<file path="src/rtl/epp17_pkg.sv">
package epp17_pkg;
  typedef enum logic [1:0] {
    PH_IDLE  = 2'd0,
    PH_SETUP = 2'd1,
    PH_STROBE = 2'd2
  } phase_t;
endpackage

</file>
<file path="src/rtl/epp17_sync.sv">
module epp17_sync #(
  parameter int W = 2,
  parameter int STAGES = 2
) (
  input  logic         clk,
  input  logic         rst,
  input  logic [W-1:0] d,
  output logic [W-1:0] q
);
  // Active-low inputs: idle value is all ones.
  logic [W-1:0] stage [STAGES];

  genvar g;
  generate
    for (g = 0; g < STAGES; g++) begin : g_stage
      always_ff @(posedge clk) begin
        if (rst) stage[g] <= '1;
        else if (g == 0) stage[g] <= d;
        else stage[g] <= stage[(g > 0) ? g - 1 : 0];
      end
    end
  endgenerate

  assign q = stage[STAGES-1];
endmodule

</file>
<file path="src/rtl/epp17_timer.sv">
module epp17_timer #(
  parameter int LIMIT = 1000
) (
  input  logic clk,
  input  logic rst,
  input  logic start,
  input  logic run,
  input  logic wait_n,
  input  logic clr,
  output logic expired,
  output logic flag
);
  localparam int CW = $clog2(LIMIT + 1);

  logic [CW-1:0] cnt;
  logic          hit;

  assign hit = run && !expired && (cnt == CW'(LIMIT - 1)) && !wait_n;

  always_ff @(posedge clk) begin
    if (rst) begin
      cnt     <= '0;
      expired <= 1'b0;
    end else if (start) begin
      cnt     <= '0;
      expired <= 1'b0;
    end else if (run && !expired && cnt < CW'(LIMIT)) begin
      cnt <= cnt + 1'b1;
      if (hit) expired <= 1'b1;
    end
  end

  always_ff @(posedge clk) begin
    if (rst) flag <= 1'b0;
    else if (hit) flag <= 1'b1;
    else if (clr) flag <= 1'b0;
  end

  assert_flag_cause_R8: assert property (@(posedge clk) disable iff (rst)
    $rose(flag) |-> $past(run && !wait_n));
  assert_flag_clear_R9: assert property (@(posedge clk) disable iff (rst)
    $fell(flag) |-> $past(clr));
endmodule

</file>
<file path="src/rtl/epp17_fsm.sv">
module epp17_fsm
  import epp17_pkg::*;
#(
  parameter int DW = 8
) (
  input  logic          clk,
  input  logic          rst,
  input  logic          wr_act,
  input  logic          rd_act,
  input  logic          dir,
  input  logic          sel,
  input  logic [DW-1:0] wdata,
  input  logic [DW-1:0] pd_in,
  input  logic          wait_n,
  output logic [DW-1:0] pd_out,
  output logic          pd_oe,
  output logic          write_n,
  output logic          dstb_n,
  output logic          astb_n,
  output logic [DW-1:0] rdata,
  output logic          start,
  output logic          strobing
);
  phase_t phase;
  logic   rd_cyc;
  logic   sel_q;
  logic   host_held;

  assign start     = (phase == PH_SETUP);
  assign strobing  = (phase == PH_STROBE);
  assign host_held = rd_cyc ? rd_act : wr_act;

  always_ff @(posedge clk) begin
    if (rst) begin
      phase   <= PH_IDLE;
      rd_cyc  <= 1'b0;
      sel_q   <= 1'b0;
      pd_out  <= '0;
      pd_oe   <= 1'b0;
      write_n <= 1'b1;
      dstb_n  <= 1'b1;
      astb_n  <= 1'b1;
      rdata   <= '0;
    end else begin
      unique case (phase)
        PH_IDLE: begin
          if (wr_act && !dir) begin
            phase   <= PH_SETUP;
            rd_cyc  <= 1'b0;
            sel_q   <= sel;
            write_n <= 1'b0;
            pd_oe   <= 1'b1;
            pd_out  <= wdata;
          end else if (rd_act && dir) begin
            phase   <= PH_SETUP;
            rd_cyc  <= 1'b1;
            sel_q   <= sel;
            write_n <= 1'b1;
            pd_oe   <= 1'b0;
          end
        end
        PH_SETUP: begin
          phase  <= PH_STROBE;
          dstb_n <= sel_q;
          astb_n <= !sel_q;
        end
        PH_STROBE: begin
          if (rd_cyc && wait_n) rdata <= pd_in;
          if (!host_held) begin
            phase  <= PH_IDLE;
            dstb_n <= 1'b1;
            astb_n <= 1'b1;
            if (!rd_cyc) pd_out <= wdata;
          end
        end
        default: phase <= PH_IDLE;
      endcase
    end
  end

  assert_one_strobe_R4: assert property (@(posedge clk) disable iff (rst)
    !(!dstb_n && !astb_n));
  assert_write_setup_R2: assert property (@(posedge clk) disable iff (rst)
    (!dstb_n || !astb_n) && !write_n |-> pd_oe);
  assert_read_float_R3: assert property (@(posedge clk) disable iff (rst)
    (!dstb_n || !astb_n) && write_n |-> !pd_oe);
  assert_lines_settled_R2: assert property (@(posedge clk) disable iff (rst)
    ($fell(dstb_n) || $fell(astb_n)) |-> $stable(write_n) && $stable(pd_oe));
endmodule

</file>
<file path="src/rtl/epp17_bridge.sv">
module epp17_bridge #(
  parameter int DW = 8,
  parameter int CLK_MHZ = 100,
  parameter int TMO_US = 10
) (
  input  logic          clk,
  input  logic          rst,
  input  logic          host_sel,
  input  logic          host_dir,
  input  logic [DW-1:0] host_wdata,
  input  logic          host_wr_n,
  input  logic          host_rd_n,
  input  logic          tmo_clr,
  output logic [DW-1:0] host_rdata,
  output logic          host_ready,
  output logic          tmo_flag,
  output logic [DW-1:0] pd_out,
  input  logic [DW-1:0] pd_in,
  output logic          pd_oe,
  output logic          p_write_n,
  output logic          p_dstb_n,
  output logic          p_astb_n,
  input  logic          p_wait_n
);
  localparam int LIMIT = CLK_MHZ * TMO_US;

  logic [1:0] strb_sync;
  logic       start;
  logic       strobing;
  logic       expired;

  epp17_sync #(.W(2), .STAGES(2)) u_sync (
    .clk (clk),
    .rst (rst),
    .d   ({host_rd_n, host_wr_n}),
    .q   (strb_sync)
  );

  epp17_fsm #(.DW(DW)) u_fsm (
    .clk      (clk),
    .rst      (rst),
    .wr_act   (!strb_sync[0]),
    .rd_act   (!strb_sync[1]),
    .dir      (host_dir),
    .sel      (host_sel),
    .wdata    (host_wdata),
    .pd_in    (pd_in),
    .wait_n   (p_wait_n),
    .pd_out   (pd_out),
    .pd_oe    (pd_oe),
    .write_n  (p_write_n),
    .dstb_n   (p_dstb_n),
    .astb_n   (p_astb_n),
    .rdata    (host_rdata),
    .start    (start),
    .strobing (strobing)
  );

  epp17_timer #(.LIMIT(LIMIT)) u_timer (
    .clk     (clk),
    .rst     (rst),
    .start   (start),
    .run     (strobing),
    .wait_n  (p_wait_n),
    .clr     (tmo_clr),
    .expired (expired),
    .flag    (tmo_flag)
  );

  assign host_ready = !(strobing && !p_wait_n && !expired);

  assert_stretch_needs_strobe_R5: assert property (@(posedge clk) disable iff (rst)
    !host_ready |-> (!p_dstb_n || !p_astb_n) && !p_wait_n);
endmodule

</file>
<file path="config.mk">
export PLATFORM = sky130hd
export DESIGN_NAME = epp17_bridge
export DESIGN_NICKNAME = d
export VERILOG_FILES = /design/src/rtl/epp17_pkg.sv /design/src/rtl/epp17_sync.sv /design/src/rtl/epp17_timer.sv /design/src/rtl/epp17_fsm.sv /design/src/rtl/epp17_bridge.sv
export SDC_FILE = /design/constraint.sdc
export NUM_CORES = 1
export LEC_CHECK = 0
export BUFFER_PORTS_ARGS = -buffer_cell sky130_fd_sc_hd__buf_2
export CORE_MARGIN = 2
export CORE_UTILIZATION = 24
export CTS_CLUSTER_SIZE = 8
export DETAILED_ROUTE_END_ITERATION = 6
export GPL_TIMING_DRIVEN = 0
export PLACE_DENSITY = 0.47
export SLEW_MARGIN = 20
export SYNTH_ARGS = -nofsm -noshare
export SYNTH_HDL_FRONTEND = slang
export SYNTH_SLANG_ARGS = --single-unit
</file>
<file path="constraint.sdc">
create_clock -name clk -period 1.6 [get_ports clk]
set_input_delay 0.08 -clock clk [delete_from_list [all_inputs] [get_ports clk]]
set_output_delay 0.08 -clock clk [all_outputs]
set_load 0.02 [all_outputs]
</file>
Word level (Yosys, flattened, before mapping):

Memories as Yosys holds them, arrays and structs flattened.
Index checks and enable logic that the tools add are counted.

* $add $sub $neg: 1
* multipliers: 0
* div/mod/pow operators: 0
* $lt $le $gt $ge: 1
* equality and inequality tests: 7
* shift-type cells: 0
* mux-type cells: 25
* bitwise gates (word level): 2
* reduce and logical (&&, ||, !) cells: 28

Operator list (count)
* $mux W8: 3
* $pmux W8 S2: 1
* $mux W1: 13
* $add A10 B1 Y10 const B: 1
* $eq A10 B10 Y1 const B: 1
* $lt A10 B10 Y1 const B: 1
* $mux W2: 5
* $reduce_and A2 Y1: 5
* $logic_and A1 B1 Y1: 9
* $reduce_bool A2 Y1: 4
* $logic_not A1 Y1: 7
* $pmux W2 S3: 1
* $ne A2 B2 Y1 const B: 2
* $pmux W1 S2: 2
* $reduce_and A4 Y1: 1
* $ne A3 B1 Y1 const B: 1
* $eq A2 B1 Y1 const B: 1
* $eq A2 B2 Y1 const B: 1
* $logic_not A2 Y1: 1
* $ne A2 B1 Y1 const B: 1
* $or A1 B1 Y1: 2
* $reduce_or A2 Y1: 1

* bits in registers: 36
* latch bits: 0
* memory bits (writable): 4
* ROM bits: 0
* bits of input ports: 24
* output and inout bits: 22
* logic and storage cells: 77
* memories kept: 1

Memory list
* u_sync.stage: depth 2, bits a word 2, read ports 2, clocked after Yosys merged registers in 0, wr ports 2, line epp17_sync.sv:11 `logic [W-1:0] stage [STAGES];`

Longest topological paths before layout:

Gate-level depths: netlist of the first run.

* depth in word-level cells: 5
* depth in mapped cells: 6
* depth with buffers taken out: 5

Cells and area by module:

Synthesis of the first run repeated with hierarchy kept, for this count alone.

* cells, all modules: 183
* area, all modules: 1761.7 µm²

By module, submodules not included
* epp17_fsm: instances 1, cells each 112, area each 1092.3 µm², seq. area each 480.5 µm²
* epp17_timer: instances 1, cells each 60, area each 548.0 µm², seq. area each 240.2 µm²
* epp17_sync: instances 1, cells each 8, area each 105.1 µm², seq. area each 80.1 µm²
* epp17_bridge: instances 1, cells each 3, area each 16.3 µm², seq. area each 0.0 µm²

Worst setup path before layout of the first run:

Ideal clock, no wire load.

* kind: flip-flop to flip-flop
* from: register u_fsm.phase[1]
* to: register u_fsm.pd_out[6]
* library setup time: 128 ps
* arrival: 1363 ps
* required time: 1472 ps
* setup slack: 109 ps
* stages on the path, launching flop included: 6
* path buffers: 1
* clock period less this slack: 1491 ps
* cell sequence: dfxtp_1 -> buf_6 -> or3_4 -> a21oi_4 -> mux2i_1 -> nor2_1

* cells in the longest elaborated chain, start to end: 3
* elaborated cells on any way between the ends: 8
* classes of those cells: eq/ne: 4; mux: 1; reduce/logical: 3

RTL lines
* start: declaration: line epp17_fsm.sv:24 `phase_t phase;`
* start signal: assignment: line epp17_fsm.sv:35 `phase <= PH_IDLE;`
* start signal: assignment: line epp17_fsm.sv:48 `phase <= PH_SETUP;`
* start signal: assignment: line epp17_fsm.sv:55 `phase <= PH_SETUP;`
* $eq A2 B2 Y1 or $logic_not A2 Y1 (tied branches): line epp17_fsm.sv:45 `unique case (phase)`
* $ne A2 B2 Y1 (no line) (tied with other cells)
* $reduce_and A4 Y1 (no line)
* end signal: assignment: line epp17_fsm.sv:53 `pd_out <= wdata;`
* end signal: assignment: line epp17_fsm.sv:73 `if (!rd_cyc) pd_out <= wdata;`
* end: declaration: line epp17_fsm.sv:15 `output logic [DW-1:0] pd_out,`

Several ways; a longest one is shown, not always the timed one.
A chain may end at the register's enable or synchronous reset.

Worst setup path after layout of the first run:

* from: register u_fsm.phase[0]
* to: register u_timer.cnt[8]

* cells in the longest elaborated chain, start to end: 3
* elaborated cells on any way between the ends: 5
* classes of those cells: eq/ne: 2; reduce/logical: 3

RTL lines
* $eq A2 B2 Y1: line epp17_fsm.sv:30 `assign strobing = (phase == PH_STROBE);`
* $logic_and A1 B1 Y1 (2 in series): line epp17_timer.sv:27 `end else if (run && !expired && cnt < CW'(LIMIT)) begin`
* end signal: assignment: line epp17_timer.sv:28 `cnt <= cnt + 1'b1;`
* end: declaration: line epp17_timer.sv:15 `logic [CW-1:0] cnt;`

Several ways; a longest one is shown, not always the timed one.

==> results of run 1 <==
## area by class of cell
class	instances	area [sq um]
Fill cell	680	4290
Sequential cell	40	801
Multi-Input combinational cell	127	776
Timing Repair Buffer	52	298
Tap cell	77	96.3
Clock buffer	6	82.6
Clock inverter	2	38.8
Buffer	6	31.3
Inverter	2	7.51
## per-stage QoR
stage	power, mW	hold slack, ns	instances
after floorplan	1.13	0.184	176
after global placement	1.19	0.266	298
after detailed placement	1.19	0.264	298
after CTS	2.10	0.00211	312
after global routing	2.15	0.00977	312
final	2.06	0.00977	312
## how the worst max path moves through the flow
stage | to | start | slack, ns
global route | u_timer.cnt[8] | u_fsm.phase[0] | -0.07
global placement | u_timer.cnt[8] | u_fsm.phase[0] | -0.07
CTS | u_timer.cnt[8] | u_fsm.phase[0] | 0.02
detailed placement | u_timer.cnt[8] | u_fsm.phase[0] | -0.08
finish | u_timer.cnt[8] | u_fsm.phase[0] | 0.07
floorplan | u_fsm.pd_out[6] | u_fsm.phase[1] | 0.11
## repair_timing
action	CTS	global route
hold buffers	3	0
cloned	0	0
pin swaps	2	0
resized for setup	1	2
endpoints found under the setup margin	9	11
setup buffers	3	1
hold endpoints to repair	3	0
## worst max-delay path, cell delays in order, from the launching register on
cell and delay (ns):
dfxtp_1 0.30, buf_2 0.19, nor3b_4 0.28, o21ai_1 0.22, nor3_2 0.25, mux2i_1 0.21
## state kept, by name, summed over array words and instances (netlist names)
signal / cells
u_timer.expired: 1
u_fsm.pd_out: 8
u_fsm.phase: 2
u_fsm.rd_cyc: 1
u_fsm.rdata: 8
u_fsm.pd_oe: 1
u_timer.flag: 1
u_fsm.astb_n: 1
u_timer.cnt: 10
u_sync.stage: 4
u_fsm.sel_q: 1
u_fsm.dstb_n: 1
u_fsm.write_n: 1
## routing by layer
layer	part of all wire	up-vias
met2	0.45	34
met4	0.018	0
met1	0.48	633
li1	-	720
met3	0.045	8
met5	0	-
## Yosys cell counts, types with 2 or more instances
library cell   n  area share
nand2_1       24       0.056
nor2b_1        2      0.0078
clkbuf_1       5       0.012
inv_1          2      0.0047
o41ai_1        2       0.011
o2111ai_1      2       0.011
nand2b_1       4       0.016
a21oi_1       15       0.047
or2_2          4       0.016
nor3_1         3      0.0093
o311ai_0       2       0.011
or3_1          2      0.0078
mux2i_1       13       0.081
o21ai_0        3      0.0093
nor2_1        25       0.058
dfxtp_1       40        0.50
xor2_1         5       0.027
and3_1         3       0.012
o211ai_1       3       0.014
nand3_1        2      0.0062
## where the power goes
part	total [mW]	switching, mW	leakage (nW)	internal, mW
clock	0.876	0.366	0.0614	0.510
sequential	1.03	0.0122	0.324	1.02
combinational	0.154	0.0805	0.485	0.0731
## kinds of logic (layout without fill, tap and decap cells)
logic type                 after synthesis  count (layout)  share of synthesized area
muxes                                   13              13                     0.0806
and+or+nand+nor                         76              76                      0.229
AOI/OAI and AO/OA                       32              32                      0.133
buffers and inverters                    9              68                     0.0264
DFF                                     40              40                      0.496
adders and majority gates                1               1                    0.00775
xor gates and xnor gates                 5               5                     0.0271
==> results.md, run 1 <==
* TritonCTS clock tree: yes
* First-pass GRT wire length at 6200 um
* Num ports at 46
* Vias per cell at 4.47
* Largest net degree at the start of global routing at 14
* Hold endpoint: u_fsm.rdata[4]
* Fmax achieved at 655 MHz
* Total iterations of the first detailed-routing run at 4
* Ant. Diodes at 0
* # DRC at 0
* CTS root buffer: clkbuf_8
* Worst VDD drop at 0.423 mV
* Layout Utilization at 0.332
* Die H at 86.0 um
* Post-synthesis async set-or-reset flop share at 0
* Htree depth at 2
* Kind of critical path: flop to flop
* CTS buffer count at 5
* Fin crit share at 0.954
* Worst Hold Class: input port to flop
* Rows at 29
* Remaining antenna violation count after routing at 0
* Hold Fails Final Rpt at 0
* Routed WL at 3580 um
* Most frequent cells in the layout: buf_2 (46), dfxtp_1 (40), nor2_1 (25)
* Share of layout cells above drive strength 1 at 0.285
* Nets@finish at 259
* TNS Setup at 0 ns
* Chip width at 86.0 um
* Worst-case reg-to-reg path depth at 5
* Slew @ Worst Pin at 0.536 ns
* Post-Syn Area at 1610 sq um
* Post-DR wirelength/cell at 11.5 um
* Fin crit period at 1.53 ns
* PwrDens at 966 nW/um^2
* # port buffers at 45
* Syn_nets at 201
* Worst R2R End: u_timer.cnt[8]
* Register area share after synthesis at 0.496
* Vias in the first global route at 1,335
* Req. time, crit path at 1.82 ns
* Busiest layer in global routing: met2
* Setup slack after layout at 0.0743 ns
* Antenna violations before repair at 0
* Synthesis-to-layout area growth at 32.0%
* Dpl ws at -0.0768 ns
* HPWL Detailed at 2560 um
* RR Startpoint: u_fsm.phase[0]
* Ys flop type: dfxtp_1
* Slew Limit Fails at 0
* CTS Sinks at 40
* Initial Utilization at 0.251
* Commonest non-fill, non-tap cell in the layout: buf_2
* Met3 usage at 0.0289
* Die ar. at 7400 sq um
* Avg Cell Area, Syn at 9.17 sq um
* Vias at 1,395
* Total track usage at 0.105
* Min-Delay Startpoint: pd_in[4]
* RSZ-0062 raised after global routing: true
* YS warnings at 0
* Status: finished clean
* Synth Register Bits at 40
* Total of max-cap violations at 0
* Clock Skews at 0.0104 ns
* Final RePlAce weighted congestion at 0.782
* Post-DP Area at 1940 sq um
* LEAKAGE at 0.870 nW
* Clock latency at the later pin of the worst-skew pair at 0.30 ns
* Count of different cell masters after synthesis at 35
* Design Area, Final at 2130 sq um
* R2R Setup Slk at 0.07 ns
* Clock transition at path regs at 0.08 ns
* Slew HR at 0.643
* Maximum buffer depth of the clock tree at 2
* Starting DRT DRC Count at 21
* Worst EP arrival at 1.74 ns
* Crit. End Element: flop
* Post-synthesis cell count at 176
* Final setup violation count at 0
* CP max FO at 10
* Placeable Area at 6420 sq um
* GR Util met2 at 0.163
* Hold Path Cell Cnt at 3
* Met1 usage at 0.138
* Crit path launch type: flop
* Post-synth EDFFs at 0
* Total gr overflow at 0
(Power assumes the default switching activity.)
==> run 2, diff against run 1 <==
- CORE_ASPECT_RATIO: unset -> 0.9
- PLACE_DENSITY: 0.47 -> 0.51
==> run 2 against run 1 <==
Compared with the run above: sequential share of layout area hardly changed; non-clock buffer count stayed put; clock skew is 0.0024 ns lower; fmax is 0.31% higher; flip-flop and latch count stayed put; critical path depth stayed put; largest cell class unchanged; largest power group unchanged.
==> results.md, run 2 (same netlist as run 1, synthesis figures left out) <==
* Slew Limit Fails at 0 (unchanged)
* Nets@finish at 259 (unchanged)
* Total track usage at 0.104 (-0.00155)
* Largest net degree at the start of global routing at 14 (unchanged)
* Routed WL at 3690 um (+2.9%)
* Design Area, Final at 2130 sq um (+0.18%)
* Worst VDD drop at 0.523 mV (+24%)
* Crit path max-delay family: simple AND/OR/NAND/NOR gates
* Worst Path Buf+Inv at 1 (unchanged)
* CP max FO at 10 (unchanged)
* Worst EP arrival at 1.75 ns (about the same)
* Slew HR at 0.610 (-0.0329)
* Crit. End Element: flop
* Slew @ Worst Pin at 0.585 ns (+0.0494 ns)
* RR Startpoint: u_fsm.phase[0]
* # DRC at 0 (unchanged)
* Total gr overflow at 0 (unchanged)
* Share of layout cells above drive strength 1 at 0.294 (+0.00851)
* Max FFs per register at 10 (unchanged)
* Total power at 2.01 mW (-2.2%)
* Num ports at 46 (unchanged)
* Vias at 1,384 (-0.79%)
* Biggest regs: u_timer.cnt x10, u_fsm.pd_out x8, u_fsm.rdata x8
* Hold WS at 0.0155 ns (+0.00574 ns)
* Die H at 81.8 um (-4.9%)
* CTS buffer count at 5 (unchanged)
* CTS Sinks at 40 (unchanged)
* Vias per cell at 4.26 (-4.8%)
* Placeable Area at 6550 sq um (+2.0%)
* Placed cells at 311 (+4.4%)
* Kind of critical path: flop to flop
* Crit path launch type: flop
* Rows at 28 (-3.4%)
* Clock Skews at 0.00799 ns (-0.00243 ns)
* Crit-path cells: buf_2 -> nor3b_4 -> o21ai_1 -> nor3_1 -> mux2i_1
* Antenna violations before repair at 0 (unchanged)
* Req. time, crit path at 1.83 ns (about the same)
* Hold Fails Final Rpt at 0 (unchanged)
* CTS root buffer: clkbuf_8
* Htree depth at 2 (unchanged)
* Fin crit share at 0.951 (-0.00298)
* Clock transition at path regs at 0.08 ns (about the same)
* Slowest stage cell, crit path: dfxtp_1
* Worst Hold Class: input port to flop
* Fillers at 710 (+4.4%)
* Total iterations of the first detailed-routing run at 4 (unchanged)
* Chip width at 90.4 um (+5.2%)
* Starting DRT DRC Count at 53 (+150%)
* Min-Delay Startpoint: pd_in[5]
* Initial Utilization at 0.246 (-0.00494)
* Fin crit period at 1.52 ns (-0.00476 ns)
* Post-DP Area at 1950 sq um (+0.84%)
* Clock latency at the later pin of the worst-skew pair at 0.29 ns (about the same)
* Die ar. at 7400 sq um (about the same)
* Commonest non-fill, non-tap cell in the layout: buf_2
* First-pass GRT wire length at 5920 um (-4.5%)
* Most frequent cells in the layout: buf_2 (46), dfxtp_1 (39), nor2_1 (25)
* Post-DR wirelength/cell at 11.3 um (-1.2%)
* Maximum buffer depth of the clock tree at 2 (unchanged)
* LEAKAGE at 0.866 nW (-0.47%)
* Ant. Diodes at 0 (unchanged)
* # port buffers at 45 (unchanged)
* Remaining antenna violation count after routing at 0 (unchanged)
* Final setup violation count at 0 (unchanged)
* Final RePlAce weighted congestion at 0.779 (-0.47%)
* Fmax achieved at 658 MHz (+0.31%)
* Post-Layout Cell Count at 325 (+4.2%)
* HPWL Detailed at 2550 um (-0.29%)
* PwrDens at 943 nW/um^2 (-2.4%)
* Total of max-cap violations at 0 (unchanged)
* Critical Path Start: u_fsm.phase[0]
* CP peak stage delay at 0.30 ns (about the same)
* Vias in the first global route at 1,243 (-6.9%)
* Synthesis-to-layout area growth at 32.2%
* Register bank with the most flops: u_timer.cnt
* Status: finished clean
* TritonCTS clock tree: yes
-- run 2: per-layer routing --
layer  track usage  part of all wire
met1         0.135              0.50
met5             0                 0
met3        0.0248             0.040
met4        0.0462             0.011
met2         0.165              0.45
-- run 2: final timing paths --
path,endpoint,slack (ns),cells past startpoint
max,u_timer.cnt[8],0.08,5
min,u_fsm.rdata[5],0.02,3
max reg2reg,u_timer.cnt[8],0.08,5
min reg2reg,u_sync.stage[1][0],0.42,1
-- run 2: metrics by stage --
stage	worst slack, ns	utilization	TNS [ns]
floorplan	0.109	-	0
global placement	-0.0748	0.298	-0.113
detailed placement	-0.0599	0.298	-0.201
CTS	0.0120	0.322	0
global route	-0.0189	0.326	-0.0212
finish	0.0791	0.326	0
-- run 2: repair_timing --
action	in CTS	in global routing
hold buffers	2	0
setup buffers	2	4
pin swaps	1	4
resized for setup	1	2
endpoints found under the hold margin	2	0
setup endpoints to repair	9	16
-- run 2: final cells by class --
type	instances	area [sq um]	area share
Buffer	5	27.5	0.0129
Clock buffer	5	68.8	0.0322
Clock inverter	3	42.5	0.0199
Inverter	2	7.51	0.00352
Multi-Input combinational cell	127	771	0.361
Sequential cell	40	802	0.376
Tap cell	90	113	0.0528
Timing Repair Buffer	53	303	0.142
-- run 2: power breakdown --
part | switching, mW | internal (mW)
Sequential | 0.0123 | 1.02
Clock | 0.371 | 0.462
Combinational | 0.0800 | 0.0716
Total | 0.463 | 1.55
-- run 2: worst min-delay path, delay by kind of cell --
| family | cells | cell delay [ns] |
|---|---|---|
| and+or+nand+nor | 1 | 0.04 |
| buffers and inverters | 1 | 0.09 |
| AOI/OAI and AO/OA | 1 | 0.05 |
==> run 3, diff against run 2 <==
--- a/config.mk
+++ b/config.mk
@@ -10,3 +10,3 @@
 export CORE_MARGIN = 2
-export CORE_UTILIZATION = 24
+export CORE_UTILIZATION = 30
 export CTS_CLUSTER_SIZE = 8
@@ -14,3 +14,3 @@
 export GPL_TIMING_DRIVEN = 0
-export PLACE_DENSITY = 0.51
+export PLACE_DENSITY = 0.59
 export SLEW_MARGIN = 20
--- a/constraint.sdc
+++ b/constraint.sdc
@@ -3,2 +3,2 @@
 set_output_delay 0.08 -clock clk [all_outputs]
-set_load 0.02 [all_outputs]
+set_load 0.01 [all_outputs]
==> run 3 against run 2 <==
Compared with the run above: clock power is 2% lower; total power decreased by 1.4%; sequential share of layout area rose by 0.97 points.
==> results.md, run 3 (same netlist as run 1, synthesis figures left out) <==
* CTS Sinks at 40 (unchanged)
* Register share of total power at 0.519 (+0.008)
* Nets@finish at 256 (-1.2%)
* Worst VDD drop at 0.474 mV (-9.4%)
* Crit path max-delay family: simple AND/OR/NAND/NOR gates
* Maximum buffer depth of the clock tree at 2 (unchanged)
* Initial Utilization at 0.309 (+0.0626)
* Remaining antenna violation count after routing at 0 (unchanged)
* Slowest stage cell, crit path: nor3b_4
* TritonCTS clock tree: yes
* Psw at 0.434 mW (-6.2%)
* Worst Hold Class: input port to flop
* Vias at 1,400 (+1.2%)
* Final setup violation count at 0 (unchanged)
* Htree depth at 2 (unchanged)
* Fin crit share at 0.969 (+0.0181)
* RSZ-0062 raised after global routing: true
* Clock Skews at 0.00847 ns (+0.000483 ns)
* Power share of the clock group at 0.410 (-0.004)
* Status: finished clean
* # DRC at 0 (unchanged)
* # port buffers at 45 (unchanged)
* Kind of critical path: flop to flop
* Internal power at 1.55 mW (about the same)
* Chip width at 81.3 um (-10%)
* Die H at 73.6 um (-10%)
* Total track usage at 0.124 (+0.0201)
* Crit path launch type: flop
* Post-DP Area at 1920 sq um (-1.5%)
* Clock transition at path regs at 0.08 ns (about the same)
* Total iterations of the first detailed-routing run at 4 (unchanged)
* Total gr overflow at 0 (unchanged)
* Post-Layout Cell Count at 299 (-8.0%)
* CP peak stage delay at 0.31 ns (about the same)
* Die ar. at 5980 sq um (-19%)
* CTS root buffer: clkbuf_8
* Clock latency at the later pin of the worst-skew pair at 0.29 ns (about the same)
* Crit. End Element: flop
* Comb pwr share at 0.071 (-0.004)
* Met1 usage at 0.159 (+0.0237)
* Crit-path cells: buf_2 -> nor3b_4 -> o21ai_1 -> nor3_2 -> mux2i_1
* Met3 usage at 0.0479 (+0.0231)
* Fin crit period at 1.55 ns (+0.0290 ns)
* Busiest layer in global routing: met2
* Vias in the first global route at 1,242 (-0.080%)
* Placed cells at 288 (-7.4%)
* Placeable Area at 5220 sq um (-20%)
* Slew Limit Fails at 0 (unchanged)
* Fmax achieved at 645 MHz (-1.9%)
* Switch share at 0.219 (-0.0111)
* Slew HR at 0.667 (+0.0573)
* Fillers at 539 (-24%)
* Hold Fails Final Rpt at 0 (unchanged)
* Synthesis-to-layout area growth at 28.9%
* Design Area, Final at 2080 sq um (-2.5%)
* Num ports at 46 (unchanged)
* Register bank with the most flops: u_timer.cnt
* Vias per cell at 4.68 (+10%)
* Antenna violations before repair at 0 (unchanged)
* Worst EP arrival at 1.77 ns (+0.02 ns)
* Req. time, crit path at 1.82 ns (about the same)
* LEAKAGE at 0.850 nW (-1.9%)
* Largest net degree at the start of global routing at 13 (-1)
* PwrDens at 953 nW/um^2 (+1.1%)
* Max FFs per register at 10 (unchanged)
* First-pass GRT wire length at 5620 um (-5.0%)
* Commonest non-fill, non-tap cell in the layout: buf_2
* CTS buffer count at 5 (unchanged)
* Post-DR wirelength/cell at 11.5 um (+1.8%)
* Worst Path Buf+Inv at 1 (unchanged)
* CP max FO at 10 (unchanged)
* Ant. Diodes at 0 (unchanged)
* Rows at 25 (-11%)
* Routed WL at 3450 um (-6.3%)
* GR Util met2 at 0.183 (+0.0176)
* Starting DRT DRC Count at 64 (+21%)
* Total of max-cap violations at 0 (unchanged)
* HPWL Detailed at 2510 um (-1.4%)
* Final RePlAce weighted congestion at 0.821 (+5.5%)
* Share of layout cells above drive strength 1 at 0.280 (-0.0134)
* Slew @ Worst Pin at 0.499 ns (-0.0860 ns)
* Most frequent cells in the layout: buf_2 (46), dfxtp_1 (39), nor2_1 (25)
* Biggest regs: u_timer.cnt x10, u_fsm.pd_out x8, u_fsm.rdata x8
run 3: tightest hold or removal path: cells and delay by family:
family	cells	cell delay [ns]
buf+inv	1	0.07
simple gates	1	0.07
mux	1	0.05
run 3: worst paths after layout:
path / from / to / slack [ns] / cells past startpoint
worst min-delay path: host_sel / u_fsm.sel_q / 0.02 / 3
worst min register to register: u_sync.stage[0][1] / u_sync.stage[1][1] / 0.42 / 1
worst max register to register: u_fsm.phase[0] / u_timer.cnt[8] / 0.05 / 5
worst max-delay path: u_fsm.phase[0] / u_timer.cnt[8] / 0.05 / 5
run 3: final cells by class:
| type | count | area (sq um) | area share |
|---|---|---|---|
| clock buffers | 6 | 72.6 | 0.0349 |
| well taps | 67 | 83.8 | 0.0403 |
| multi-input cells | 127 | 776 | 0.373 |
| inverters | 2 | 7.51 | 0.00361 |
| repair buffers | 49 | 273 | 0.131 |
| plain buffers | 6 | 31.3 | 0.0150 |
| clock inverters | 2 | 35.0 | 0.0168 |
| flip-flops and latches | 40 | 802 | 0.385 |
run 3: power by group through the flow:
stage | logic [mW] | clock network (mW) | registers (mW)
2_1_floorplan | 0.0690 | 0 | 1.06
3_3_place_gp | 0.132 | 0 | 1.05
3_5_place_dp | 0.134 | 0 | 1.05
4_1_cts | 0.142 | 0.832 | 1.03
5_1_grt | 0.156 | 0.883 | 1.03
6_report | 0.141 | 0.814 | 1.03
run 3: per-layer routing:
metal / up-vias / routed length (um)
met2: 43 / 1520
met3: 7 / 266
met1: 632 / 1610
li1: 718 / -
met5: - / 0
met4: 0 / 55
run 3: repair_timing:
item                                   in CTS  in global routing
pin swaps                                   1                  3
gates resized for setup                     2                  3
setup endpoints to repair                   9                  9
hold buffers                                2                  0
endpoints found under the hold margin       2                  0
buffers inserted                            1                  1
run 3: per-stage QoR:
stage / hold slack (ns) / power [mW] / utilization / TNS, ns / setup slack, ns
2_1_floorplan: 0.184 / 1.12 / - / 0 / 0.109
3_3_place_gp: 0.261 / 1.18 / 0.368 / -0.0660 / -0.0660
3_5_place_dp: 0.264 / 1.19 / 0.368 / -0.109 / -0.0722
4_1_cts: 0.00981 / 2.00 / 0.397 / 0 / 0.00680
5_1_grt: 0.0232 / 2.07 / 0.398 / -0.0892 / -0.0482
6_report: 0.0160 / 1.98 / 0.398 / 0 / 0.0502
